==> config.mk <==
export PLATFORM = sky130hd
export DESIGN_NAME = i2c_bus_watch
export DESIGN_NICKNAME = d
export VERILOG_FILES = /design/src/rtl/i2cmon_pkg.sv /design/src/rtl/i2cmon_datapath.sv /design/src/rtl/i2cmon_control.sv /design/src/rtl/i2c_bus_watch.sv
export SDC_FILE = /design/constraint.sdc
export NUM_CORES = 1
export LEC_CHECK = 0
export ABC_AREA = 1
export CORE_AREA = 5 5 42 44
export DETAILED_ROUTE_END_ITERATION = 8
export DIE_AREA = 0 0 47 49
export GPL_ROUTABILITY_DRIVEN = 0
export GPL_TIMING_DRIVEN = 0
export HOLD_SLACK_MARGIN = 0.02
export PLACE_DENSITY_LB_ADDON = 0.3
export SLEW_MARGIN = 20
export SYNTH_ARGS = -nofsm -noshare
export SYNTH_HDL_FRONTEND = slang
export SYNTH_SLANG_ARGS = --single-unit
==> constraint.sdc <==
create_clock -name clk -period 1.1 [get_ports clk]
set_clock_uncertainty 0.05 [all_clocks]
set_input_delay 0.11 -clock clk [delete_from_list [all_inputs] [get_ports clk]]
set_output_delay 0.11 -clock clk [all_outputs]
set_load 0.02 [all_outputs]
==> src/rtl/i2cmon_pkg.sv <==
package i2cmon_pkg;
  // One-cycle strobes sent from the line datapath to the status control
  typedef struct packed {
    logic startDet;
    logic stopDet;
  } busEvent_t;
endpackage

==> src/rtl/i2cmon_datapath.sv <==
module i2cmon_datapath
  import i2cmon_pkg::*;
#(
  parameter int SYNC_STAGES = 2
) (
  input  logic      clk,
  input  logic      rst_n,
  input  logic      sclIn,
  input  logic      sdaIn,
  output busEvent_t events
);
  localparam int LAST = SYNC_STAGES - 1;

  logic [LAST:0] sclPipe;
  logic [LAST:0] sdaPipe;
  logic          sclPrev;
  logic          sdaPrev;

  // Synchroniser chain; idle bus level (high) after reset
  generate
    if (SYNC_STAGES == 1) begin : g_single
      always_ff @(posedge clk or negedge rst_n) begin
        if (!rst_n) begin
          sclPipe <= '1;
          sdaPipe <= '1;
        end else begin
          sclPipe <= sclIn;
          sdaPipe <= sdaIn;
        end
      end
    end else begin : g_chain
      always_ff @(posedge clk or negedge rst_n) begin
        if (!rst_n) begin
          sclPipe <= '1;
          sdaPipe <= '1;
        end else begin
          sclPipe <= {sclPipe[LAST-1:0], sclIn};
          sdaPipe <= {sdaPipe[LAST-1:0], sdaIn};
        end
      end
    end
  endgenerate

  logic sclNow;
  logic sdaNow;
  assign sclNow = sclPipe[LAST];
  assign sdaNow = sdaPipe[LAST];

  always_ff @(posedge clk or negedge rst_n) begin
    if (!rst_n) begin
      sclPrev <= 1'b1;
      sdaPrev <= 1'b1;
    end else begin
      sclPrev <= sclNow;
      sdaPrev <= sdaNow;
    end
  end

  // Clock must be high in both samples around the data edge
  logic sclHeld;
  assign sclHeld = sclNow & sclPrev;

  always_comb begin
    events.startDet = sclHeld & sdaPrev & ~sdaNow;
    events.stopDet  = sclHeld & ~sdaPrev & sdaNow;
  end
endmodule

==> src/rtl/i2cmon_control.sv <==
module i2cmon_control
  import i2cmon_pkg::*;
(
  input  logic      clk,
  input  logic      rst_n,
  input  logic      enable,
  input  logic      irqEnable,
  input  busEvent_t events,
  output logic      startSeen,
  output logic      stopSeen,
  output logic      busFree,
  output logic      irqPulse
);
  always_ff @(posedge clk or negedge rst_n) begin
    if (!rst_n) begin
      startSeen <= 1'b0;
      stopSeen  <= 1'b0;
      irqPulse  <= 1'b0;
    end else if (!enable) begin
      startSeen <= 1'b0;
      stopSeen  <= 1'b0;
      irqPulse  <= 1'b0;
    end else begin
      if (events.startDet) begin
        startSeen <= 1'b1;
        stopSeen  <= 1'b0;
      end else if (events.stopDet) begin
        stopSeen  <= 1'b1;
        startSeen <= 1'b0;
      end
      irqPulse <= irqEnable & (events.startDet | events.stopDet);
    end
  end

  assign busFree = stopSeen | (~startSeen & ~stopSeen);
endmodule

==> src/rtl/i2c_bus_watch.sv <==
module i2c_bus_watch
  import i2cmon_pkg::*;
#(
  parameter int SYNC_STAGES = 2
) (
  input  logic clk,
  input  logic rst_n,
  input  logic enable,
  input  logic irqEnable,
  input  logic sclIn,
  input  logic sdaIn,
  output logic startSeen,
  output logic stopSeen,
  output logic busFree,
  output logic irqPulse
);
  busEvent_t events;

  i2cmon_datapath #(.SYNC_STAGES(SYNC_STAGES)) u_dp (
    .clk    (clk),
    .rst_n  (rst_n),
    .sclIn  (sclIn),
    .sdaIn  (sdaIn),
    .events (events)
  );

  i2cmon_control u_ctl (
    .clk       (clk),
    .rst_n     (rst_n),
    .enable    (enable),
    .irqEnable (irqEnable),
    .events    (events),
    .startSeen (startSeen),
    .stopSeen  (stopSeen),
    .busFree   (busFree),
    .irqPulse  (irqPulse)
  );
endmodule

# Yosys cells after proc, flatten, opt, wreduce, memory -nomap -nowiden
# Index checks and enable logic that the tools add are counted.
# W data, S select, Z words.
word_totals:
  reg_bits: 9
classes:
  eq_ne: 1
  mux: 7
  n_bitwise: 13
op_table:
  columns: ["cell", "count"]
  rows:
  - ["$and A1 B1 Y1", 7]
  - ["$mux W1", 7]
  - ["$not A1 Y1", 4]
  - ["$ne A3 B1 Y1 const B", 1]
  - ["$or A1 B1 Y1", 2]

# Longest topological paths before layout
depth:
  word_depth: 6
  ltp_mapped: 5
  depth_no_buf: 5

# By module
# From an unflattened synthesis, not the netlist that was laid out.
unflattened:
  cells_unflattened: 27
  area_unflattened_um2: 314.1
modules_own_cells:
  columns: ["module", "n_inst", "cells_per_inst", "area_each_um2", "seq_area_each_um2"]
  rows:
  - ["i2cmon_datapath", 1, 13, 183.9, 157.7]
  - ["i2cmon_control", 1, 14, 130.1, 75.1]

# Worst setup path before layout
# OpenSTA, ideal clock, no wires.
synth_path:
  path_type: "reg2reg"
  start: "register u_dp.sdaPipe[1]"
  end: "register u_ctl.startSeen"
  setup_ns: 0.118
  t_arrival_ns: 0.816
  slack_ns: 0.116
  path_stages_with_launch: 6
  cell_sequence: "dfstp_2 inv_1 nor2_2 nand2_1 nand2_1 a21oi_2"
synth_via:
  elab_chain_cells: 4
  elab_cells_between_ends: 6
  cone_classes: "eq/ne: 1; mux: 2; bitwise: 3"
synth_rtl:
  columns: ["item", "line", "rtl"]
  rows:
  - ["start: declaration", "i2cmon_datapath.sv:15", "logic [LAST:0] sdaPipe;"]
  - ["start signal: assignment", "i2cmon_datapath.sv:38", "sdaPipe <= {sdaPipe[LAST-1:0], sdaIn};"]
  - ["$not A1 Y1", "i2cmon_datapath.sv:64", "events.startDet = sclHeld & sdaPrev & ~sdaNow;"]
  - ["$and A1 B1 Y1", "i2cmon_datapath.sv:64", null]
  - ["$mux W1", "i2cmon_control.sv:24", "if (events.startDet) begin"]
  - ["$mux W1", "i2cmon_control.sv:19", "end else if (!enable) begin"]
  - ["end signal: assignment", "i2cmon_control.sv:20", "startSeen <= 1'b0;"]
  - ["end signal: assignment", "i2cmon_control.sv:25", "startSeen <= 1'b1;"]
  - ["end signal: assignment", "i2cmon_control.sv:29", "startSeen <= 1'b0;"]
  - ["end: declaration", "i2cmon_control.sv:9", "output logic startSeen,"]
# Several ways; a longest one is shown, not always the timed one.
# A chain may end at the register's enable or synchronous reset.

# Final worst setup path
# Same ends and word-level chain as after synthesis.

==> summary.txt <==
====================================================================================
Outcome                                                                 finished, final reports clean
Routed via count divided by cell count                                          3.98
Launch point of the worst reg-to-reg path                               u_dp.sdaPipe[1]
Yosys warns                                                                        0
Final Hold Violating Endpoints                                                     0
DRC errors left                                                                    0
Worst Max-Slew Pin Slew                                                     0.375 ns
Combinational family with the most area after synthesis                 simple AND/OR/NAND/NOR gates
Post-synth cell types                                                             10
Internal                                                                      521 uW
Final-report max-slew violation count                                              0
Initial DRC count                                                                  0
Final period util                                                              97.5%
Reg-to-reg endpoint                                                     u_ctl.startSeen
Number of standard cells after synthesis                                          25
Final setup TNS                                                                 0 ns
Proportion of synthesized flip-flops having asynchronous set or reset           100%
Worst r2r path cells                                                               5
Sequential share of power                                                      54.7%
Most common cell on crit path                                                nand2_1
Main synth FF type                                                           dfstp_2
Top cell types by occurrence after synthesis                            6 x dfstp_2, 6 x nand2_1, 3 x dfrtp_1, 3 x inv_1, 2 x a21oi_1
VDD IR max                                                                  0.492 mV
Maximum number of pins on one net before global-route repair                      10
Hold buffer count at CTS                                                           0
Worst-Skew Late Latency                                                      0.25 ns
Crit path launch type                                                           flop
Height of the chip                                                             49 um
Core ar.                                                                    1400 um2
Beginning of the critical path                                          u_dp.sdaPipe[1]
Sequential fraction of the synthesis area                                      75.3%
EDFF count, synth                                                                  0
Post-synthesis net count                                                          31
Ratio of cells with drive above 1 in the final layout                          42.1%
Parity-gate share of the synthesized area counting xor and xnor cells             0%
Final critical-path required period                                          1.07 ns
Total Power Consumption                                                       661 uW
Pwr Density                                                              1490 nW/um2
Relative slew slack                                                            74.9%
Worst-path clk slew                                                          0.06 ns
Relative contribution of the clock network to total power                      37.0%
Dominant delay contributor by cell family on the critical path            flip-flops
Leading cell types by total area after synthesis                        dfstp_2 51%, dfrtp_1 24%, nand2_1 7.3%
Fraction of synthesized area in multiplexers                                      0%
CP bufs+invs                                                                       1
Die width                                                                      47 um
Post-synthesis to final-layout area growth                                     43.3%
Critical Path Slowest Stage Cell                                             dfstp_2
Clock tree root buffer cell                                                 clkbuf_4
Routed Wire Length                                                            565 um
Overall fraction of global-route tracks in use                                 6.32%
TritonCTS Buffers                                                                  3
Register area                                                                233 um2
Drt first pass iters                                                               1
Minimum setup slack among reg-to-reg paths                                   0.03 ns
Critical path peak fanout                                                          2
Sw Share                                                                       21.2%
Setup CP Type                                                           flop to flop
Initial cell density of the core                                               22.1%
Post-layout nets                                                                  45
Synth Area in Adders                                                              0%
CTS tree                                                                       built
GRT Residual Overflow                                                              0
Final Core Density                                                             31.6%
ANT cells                                                                          0
Avg Synthesized Cell Area                                                   12.4 um2
Max Clk Rate                                                                 933 MHz
Vias                                                                             215
Number of max-capacitance violations reported                                      0
Ordered cell list for the critical path                                 inv_1, nor2_2, nand2_1, nand2_1, a21oi_2
Antenna violations before repair                                                   0
Simple logic cell fraction of the synthesized area                             13.8%
Vias in the first global route                                                   243
Placement Rows                                                                    14
First-pass GRT wire length                                                    993 um
I/O Pins                                                                          10
Fraction of the mapped netlist area in compound gates                          6.07%
# fillers                                                                        151
Critical path capture point type                                                flop
Static leakage power                                                        0.195 nW
Required time reported for the critical path endpoint                        1.20 ns
Post-synthesis register bit count                                                  9
Number of nets still failing antenna checks after routing                          0
Switching component of the power                                              140 uW
HPWL after DPL                                                                438 um
Final setup violation count                                                        0
Total setup buffers inserted after CTS                                             0
Full die area                                                               2300 um2
Count of input and output buffers                                                  9
Number of buffers on the longest clock path                                        2
Top-area cell type share of the netlist area                                   51.0%
Area of the multi-input gates                                               61.3 um2
Sink Count                                                                         9
Arrival time worst endpoint                                                  1.17 ns
Setup repair after global routing missed its margin                             true
Depth of the CTS H-tree                                                            1
Detailed-route wire length per cell                                          10.5 um
Cell area after synthesis                                                    309 um2
Slowest Stage Delay on Critical Path                                         0.53 ns
Post-synth top area cell                                                     dfstp_2
Hold Path Class                                                         input pin to asynchronous set/reset pin
Power share of the combinational group                                          8.3%
====================================================================================
[through the flow]
stage / worst slack, ns / hold slack [ns] / area, um2 / instances
floorplan: 0.116 / -0.236 / 309 / 25
global placement: -0.0952 / 0.296 / 419 / 50
detailed placement: -0.102 / 0.299 / 419 / 50
CTS: 0.0000242 / 0.0845 / 442 / 54
global route: -0.0164 / 0.112 / 443 / 54
finish: 0.0277 / 0.0888 / 443 / 54
[power by group through the flow]
stage / combinational (mW) / clock (mW) / sequential [mW]
5_1_grt: 0.0598 / 0.273 / 0.364
4_1_cts: 0.0543 / 0.259 / 0.362
3_3_place_gp: 0.0552 / 0 / 0.366
6_report: 0.0547 / 0.245 / 0.362
3_5_place_dp: 0.0564 / 0 / 0.367
2_1_floorplan: 0.0165 / 0 / 0.369
[area by class of cell]
cell class	count	area share, %
clock buffer	4	5.93
inverter	4	3.39
multi-input combinational	12	13.8
sequential	9	52.5
tap	16	4.52
timing repair buffer	9	19.8
[worst reg2reg max path: stages, from the launching register on]
cell and delay, ns:
dfstp_2 0.53, inv_1 0.06, nor2_2 0.11, nand2_1 0.08
nand2_1 0.08, a21oi_2 0.05
[routing by layer]
metal | part of all wire, % | GRT usage, %
met1 | 38 | 6.32
met2 | 57 | 9.05
met3 | 4.2 | 2.21
met4 | 0 | 6.91
met5 | 0 | 0
[placed cells by master (no fill, tap or decap)]
master,instances
dfrtp_1,3
nor2_2,1
nor2_1,1
clkdlybuf4s15_1,1
clkdlybuf4s15_2,1
inv_2,1
nand2_1,6
inv_1,3
clkbuf_4,3
buf_6,1
a21oi_1,2
clkbuf_1,1
buf_2,1
a21oi_2,1
dfstp_2,6
clkdlybuf4s50_1,5
nand3_2,1
[kinds of logic (layout without fill, tap and decap cells)]
family                 after synthesis  after routing
buffers and inverters                4             17
AOI/OAI and AO/OA                    3              3
DFF                                  9              9
and+or+nand+nor                      9              9
[state kept, by name, summed over array words and instances, names as in the netlist]
name	count
u_ctl.irqPulse	1
u_dp.sclPipe	2
u_dp.sclPrev	1
u_dp.sdaPrev	1
u_ctl.stopSeen	1
u_dp.sdaPipe	2
u_ctl.startSeen	1
[repair_timing]
| action | CTS | global route |
|---|---|---|
| setup endpoints to repair | 4 | 3 |
| gates cloned | 0 | 0 |
| resized for setup | 11 | 4 |
[how the worst max path moves through the flow]
stage / endpoint / slack (ns) / cells past startpoint
6_report: u_ctl.startSeen / 0.03 / 5
5_1_grt: busFree / -0.02 / 3
4_1_cts: irqPulse / 0.00002 / 1
3_5_place_dp: busFree / -0.10 / 3
3_3_place_gp: busFree / -0.1 / 2
2_1_floorplan: u_ctl.startSeen / 0.12 / 5
Note: power is estimated with default switching activity, not from simulation.
